==> src/rtl/mbx_pkg.sv <==
package mbx_pkg;
  typedef enum logic [1:0] {
    RSEL_NONE = 2'd0,
    RSEL_OWN  = 2'd1,
    RSEL_PEER = 2'd2
  } rsel_e;
endpackage

==> src/rtl/mbx_rst_sync.sv <==
module mbx_rst_sync (
  input  logic clk,
  input  logic rst_n,
  output logic rst_int_n
);
  logic [1:0] stage_q;

  always_ff @(posedge clk or negedge rst_n) begin
    if (!rst_n) stage_q <= 2'b00;
    else        stage_q <= {stage_q[0], 1'b1};
  end

  assign rst_int_n = stage_q[1];
endmodule

==> src/rtl/mbx_port_dec.sv <==
module mbx_port_dec
  import mbx_pkg::*;
#(
  parameter int unsigned AW = 8,
  parameter logic [AW-1:0] OWN_ADDR  = '1,
  parameter logic [AW-1:0] PEER_ADDR = '0
) (
  input  logic          cs,
  input  logic          we,
  input  logic [AW-1:0] addr,
  input  logic          busy,
  output logic          wr_peer,
  output logic          rd_own_ack,
  output rsel_e         rsel
);
  logic hit_own, hit_peer;

  always_comb begin
    hit_own    = (addr == OWN_ADDR);
    hit_peer   = (addr == PEER_ADDR);
    wr_peer    = cs && we && hit_peer && !busy;
    rd_own_ack = cs && !we && hit_own && !busy;
    if (cs && !we && hit_own)       rsel = RSEL_OWN;
    else if (cs && !we && hit_peer) rsel = RSEL_PEER;
    else                            rsel = RSEL_NONE;
  end
endmodule

==> src/rtl/mbx_box.sv <==
module mbx_box #(
  parameter int unsigned DW = 16
) (
  input  logic          clk,
  input  logic          rst_n,
  input  logic          wr_set,
  input  logic          rd_clr,
  input  logic [DW-1:0] wdata,
  output logic [DW-1:0] data,
  output logic          irq_n
);
  logic [DW-1:0] data_q, data_d;
  logic          flag_q, flag_d;
  logic          data_en;

  always_comb begin
    data_en = wr_set;
    data_d  = wdata;
    if (wr_set)      flag_d = 1'b1;
    else if (rd_clr) flag_d = 1'b0;
    else             flag_d = flag_q;
  end

  always_ff @(posedge clk or negedge rst_n) begin
    if (!rst_n) begin
      data_q <= '0;
      flag_q <= 1'b0;
    end else begin
      if (data_en) data_q <= data_d;
      flag_q <= flag_d;
    end
  end

  assign data  = data_q;
  assign irq_n = ~flag_q;

  AST_SET_ASSERTS: assert property (@(posedge clk) disable iff (!rst_n)
    wr_set |=> !irq_n);
  AST_ACK_RELEASES: assert property (@(posedge clk) disable iff (!rst_n)
    (rd_clr && !wr_set) |=> irq_n);
  AST_SET_BEATS_ACK: assert property (@(posedge clk) disable iff (!rst_n)
    (rd_clr && wr_set) |=> !irq_n);
  AST_FLAG_QUIET: assert property (@(posedge clk) disable iff (!rst_n)
    (!wr_set && !rd_clr) |=> $stable(irq_n));
  AST_DATA_QUIET: assert property (@(posedge clk) disable iff (!rst_n)
    !wr_set |=> $stable(data));
  AST_DATA_STORED: assert property (@(posedge clk) disable iff (!rst_n)
    wr_set |=> (data == $past(wdata)));
endmodule

==> src/rtl/mbx_dualport_irq.sv <==
module mbx_dualport_irq
  import mbx_pkg::*;
#(
  parameter int unsigned AW = 8,
  parameter int unsigned DW = 16
) (
  input  logic          clk,
  input  logic          rst_n,
  input  logic          l_cs,
  input  logic          l_we,
  input  logic [AW-1:0] l_addr,
  input  logic [DW-1:0] l_wdata,
  input  logic          l_busy,
  output logic [DW-1:0] l_rdata,
  output logic          l_irq_n,
  input  logic          r_cs,
  input  logic          r_we,
  input  logic [AW-1:0] r_addr,
  input  logic [DW-1:0] r_wdata,
  input  logic          r_busy,
  output logic [DW-1:0] r_rdata,
  output logic          r_irq_n
);
  localparam int unsigned NSIDE = 2;
  localparam logic [AW-1:0] ADDR_L = '1;
  localparam logic [AW-1:0] ADDR_R = ADDR_L - 1'b1;

  logic          rst_int_n;
  logic          cs_a    [NSIDE];
  logic          we_a    [NSIDE];
  logic [AW-1:0] addr_a  [NSIDE];
  logic [DW-1:0] wdata_a [NSIDE];
  logic          busy_a  [NSIDE];
  logic          wr_peer [NSIDE];
  logic          rd_ack  [NSIDE];
  rsel_e         rsel    [NSIDE];
  logic [DW-1:0] box_d   [NSIDE];
  logic          irqn_a  [NSIDE];
  logic [DW-1:0] rd_d    [NSIDE];
  logic [DW-1:0] rd_q    [NSIDE];

  mbx_rst_sync i_rst_sync (
    .clk       (clk),
    .rst_n     (rst_n),
    .rst_int_n (rst_int_n)
  );

  always_comb begin
    cs_a[0] = l_cs;  we_a[0] = l_we;  addr_a[0] = l_addr;
    wdata_a[0] = l_wdata;  busy_a[0] = l_busy;
    cs_a[1] = r_cs;  we_a[1] = r_we;  addr_a[1] = r_addr;
    wdata_a[1] = r_wdata;  busy_a[1] = r_busy;
  end

  for (genvar g = 0; g < NSIDE; g++) begin : g_side
    localparam int unsigned PEER = NSIDE - 1 - g;
    localparam logic [AW-1:0] OWN_A  = (g == 0) ? ADDR_L : ADDR_R;
    localparam logic [AW-1:0] PEER_A = (g == 0) ? ADDR_R : ADDR_L;

    mbx_port_dec #(
      .AW        (AW),
      .OWN_ADDR  (OWN_A),
      .PEER_ADDR (PEER_A)
    ) i_dec (
      .cs         (cs_a[g]),
      .we         (we_a[g]),
      .addr       (addr_a[g]),
      .busy       (busy_a[g]),
      .wr_peer    (wr_peer[g]),
      .rd_own_ack (rd_ack[g]),
      .rsel       (rsel[g])
    );

    mbx_box #(.DW(DW)) i_box (
      .clk    (clk),
      .rst_n  (rst_int_n),
      .wr_set (wr_peer[PEER]),
      .rd_clr (rd_ack[g]),
      .wdata  (wdata_a[PEER]),
      .data   (box_d[g]),
      .irq_n  (irqn_a[g])
    );

    always_comb begin
      unique case (rsel[g])
        RSEL_OWN:  rd_d[g] = box_d[g];
        RSEL_PEER: rd_d[g] = box_d[PEER];
        default:   rd_d[g] = '0;
      endcase
    end

    always_ff @(posedge clk or negedge rst_int_n) begin
      if (!rst_int_n) rd_q[g] <= '0;
      else            rd_q[g] <= rd_d[g];
    end
  end

  assign l_rdata = rd_q[0];
  assign r_rdata = rd_q[1];
  assign l_irq_n = irqn_a[0];
  assign r_irq_n = irqn_a[1];

  AST_L_BUSY_NO_SET: assert property (@(posedge clk) disable iff (!rst_int_n)
    (l_cs && l_we && l_busy && r_irq_n) |=> r_irq_n);
  AST_R_BUSY_NO_SET: assert property (@(posedge clk) disable iff (!rst_int_n)
    (r_cs && r_we && r_busy && l_irq_n) |=> l_irq_n);
  AST_L_BUSY_NO_ACK: assert property (@(posedge clk) disable iff (!rst_int_n)
    (l_cs && !l_we && l_addr == ADDR_L && l_busy && !l_irq_n) |=> !l_irq_n);
  AST_R_BUSY_NO_ACK: assert property (@(posedge clk) disable iff (!rst_int_n)
    (r_cs && !r_we && r_addr == ADDR_R && r_busy && !r_irq_n) |=> !r_irq_n);
  AST_IDLE_ZERO_RD: assert property (@(posedge clk) disable iff (!rst_int_n)
    !l_cs |=> (l_rdata == '0));
endmodule

==> config.mk <==
export PLATFORM = sky130hd
export DESIGN_NAME = mbx_dualport_irq
export DESIGN_NICKNAME = d
export VERILOG_FILES = /design/src/rtl/mbx_pkg.sv /design/src/rtl/mbx_rst_sync.sv /design/src/rtl/mbx_port_dec.sv /design/src/rtl/mbx_box.sv /design/src/rtl/mbx_dualport_irq.sv
export SDC_FILE = /design/constraint.sdc
export NUM_CORES = 1
export LEC_CHECK = 0
export ABC_AREA = 1
export BUFFER_PORTS_ARGS = -buffer_cell sky130_fd_sc_hd__buf_2
export CAP_MARGIN = 20
export CELL_PAD_IN_SITES_DETAIL_PLACEMENT = 0
export CELL_PAD_IN_SITES_GLOBAL_PLACEMENT = 2
export CORE_ASPECT_RATIO = 0.75
export CORE_MARGIN = 3
export CORE_UTILIZATION = 30
export DETAILED_ROUTE_END_ITERATION = 16
export PLACE_DENSITY = 0.79
export REMOVE_ABC_BUFFERS = 1
export SYNTH_ARGS = -nofsm -noshare
export SYNTH_HDL_FRONTEND = slang
export SYNTH_HIERARCHICAL = 1
export SYNTH_SLANG_ARGS = --single-unit
==> constraint.sdc <==
create_clock -name clk -period 2.8 [get_ports clk]
set_input_delay 0.56 -clock clk [delete_from_list [all_inputs] [get_ports clk]]
set_output_delay 0.56 -clock clk [all_outputs]
set_load 0.01 [all_outputs]
==> results.txt <==
Final Worst Setup Slack -> 0.967 ns
critical path arrival -> 1.99 ns
pre-CTS setup slack -> 0.607 ns
Post-CTS Resized -> 0
Inserted Clock Buffers -> 9
Netlist cell types -> 19
row count -> 31
Pre-antenna DRT Iters -> 4
max_cap viols -> 0
relative slew slack -> 42.9%
vias in the first global route -> 2,448
first-pass GRT wire length -> 12.3 mm
Initial Utilization -> 31.1%
FF+latch count, synth -> 68
Slew @ Worst Pin -> 0.856 ns
Most used DFF post-synth -> dfrtp_1
Layout Nets -> 485
Ys Warns -> 6
HPWL after DPL -> 5.43 mm
CTS Buffer Depth -> 2
FF-to-FF End -> l_rdata[9]
r2r worst-path depth -> 1
clk_skew -> 0.00497 ns
Post-Syn Instances -> 335
Avg Cell Area, Syn -> 9.07 um2
WL final -> 7.69 mm
pwr dens -> 571 nW/um2
routed len/inst -> 13.7 um
register area share after synthesis -> 56.0%
setup TNS -> 0 ns
most frequent cell after synthesis -> nand2_1
DRC -> 0
Period minus WS final -> 1.83 ns
Synth top cells by count -> 165 x nand2_1, 68 x dfrtp_1, 17 x a21oi_2, 17 x inv_1, 15 x a21oi_1
asr flop ratio synth -> 100%
Worst Path Class, Setup -> in -> reg
worst hold path class -> reg -> async
Die H -> 93.2 um
VDD IR max -> 0.265 mV
Clock Latency Late Sink -> 0.32 ns
detail-routed via count per cell -> 4.14
Synth area leader -> dfrtp_1
largest net degree at the start of global routing -> 35
Final Power -> 2190 uW
r2r setup slk -> 1.83 ns
unrepaired setup endpoints after global routing -> false
Max Clk Rate -> 0.546 GHz
Die W -> 122 um
outcome -> completed
Setup crit end kind -> flop
largest cells by area after synthesis -> dfrtp_1 56%, nand2_1 20%, a21oi_2 4.9%, a21oi_1 2.5%, buf_6 2.2%
Post-synth EDFFs -> 0
Core Util, Final -> 39.2%
clock-pin transition on the worst setup and hold timing paths -> 0.05 ns
die area -> 11,400 um2
# port buffers -> 89
Setup crit start kind -> input pin
Syn Std Cell Area -> 3040 um2
final setup fails -> 0
routability-driven placement congestion ratio -> 0.738
R2R Path Start -> i_rst_sync/stage_q[1]
layout cells sized above 1 -> 34.3%
ANT cells -> 0
Final Hold Viols -> 0
Required @ worst endpoint -> 2.96 ns
Pleak -> 0.00197 uW
I/O Pins -> 90
CTS tree -> done
CTS root buffer -> clkbuf_16
Sink Count -> 68
Total GRT Usage -> 14.3%
Syn-to-layout area delta -> 25.9%
Synth top area share -> 56.0%
core area -> 9770 um2
CTS H-tree depth -> 3
Slew Viols, Final -> 0
largest fanout on the critical path -> 16
drt initial violations -> 101
DR vias -> 2,321
Final ANT Viol Nets -> 0
fin crit share -> 65.5%
initial antenna violation count -> 0
Overflow after GRT -> 0
==> metal layers <==
| layer | vias to the layer above | part of all wire [%] | track usage (%) |
|---|---|---|---|
| li1 | 1192 | - | - |
| met1 | 1070 | 49 | 18.6 |
| met2 | 51 | 46 | 22.5 |
| met3 | 8 | 4.4 | 4.96 |
| met4 | 0 | 1.0 | 4.66 |
| met5 | - | 0 | 0 |
==> worst max path at each step <==
stage                          start                       to  cells after the start
2_1_floorplan  i_rst_sync/stage_q[1]  g_side[0].i_box/data[0]                      0
3_3_place_gp               l_addr[2]              l_rdata[15]                      8
3_5_place_dp               l_addr[2]              l_rdata[15]                      8
4_1_cts                    l_addr[2]              l_rdata[15]                      8
5_1_grt                    l_addr[2]              l_rdata[12]                      8
6_report                   l_addr[5]              l_rdata[15]                      8
==> placed cells by master (no fill, tap or decap), types with 2 or more instances in the layout <==
master / n
nand2_2: 9
nor2_2: 7
nand3_1: 3
dfrtp_1: 67
clkbuf_8: 2
buf_2: 89
a21oi_2: 17
nand3_2: 2
a21oi_1: 15
inv_8: 2
buf_4: 6
nand2_1: 165
inv_1: 17
nor2_1: 6
clkbuf_16: 9
ha_1: 4
==> layout make-up <==
type / instances / area [um2]
Timing Repair Buffer: 97 / 520
Clock buffer: 12 / 256
Multi-Input combinational cell: 230 / 1060
Sequential cell: 68 / 1700
Fill cell: 1040 / 5950
Tap cell: 132 / 165
Clock inverter: 2 / 35.0
Inverter: 19 / 86.3
==> sequential cells by signal, summed over array words and instances (netlist names) <==
name                 count
i_rst_sync/stage_q       2
g_side.i_box/data       32
r_rdata                 16
l_rdata                 16
g_side.i_box/flag_q      2
==> where the power goes <==
part           switching [uW]  leakage (uW)  internal, uW
logic                    35.0      0.000879          38.1
clock network             379      0.000145           726
registers                16.0      0.000943           993
total                     430       0.00197          1760
==> cell families after synthesis <==
group                      synth area share [%]
and+or+nand+nor                            25.6
other                                     0.123
DFF                                        56.0
buffers and inverters                      9.26
adders and majority gates                  1.65
AOI/OAI and AO/OA                          7.37
==> what timing repair did <==
action / in CTS / in global routing
hold buffers: 1 / 0
setup buffers: 0 / 0
hold endpoints to repair: 2 / 0
==> per-stage QoR <==
| stage | hold slack [ns] | area (um2) | std cells |
|---|---|---|---|
| global route | 0.366 | 3830 | 560 |
| floorplan | 0.264 | 2840 | 317 |
| finish | 0.341 | 3830 | 560 |
| CTS | 0.351 | 3830 | 560 |
| detailed placement | 0.342 | 3530 | 545 |
| global placement | 0.335 | 3530 | 545 |
==> critical path, cell delays in order <==
cell and delay [ns]:
buf_2 0.08, nand2_1 0.05, nor2_2 0.11, nand3_1 0.09, inv_1 0.08, inv_1 0.04
ha_1 0.84, a21oi_1 0.12
Note: power is estimated with default switching activity, not from simulation.
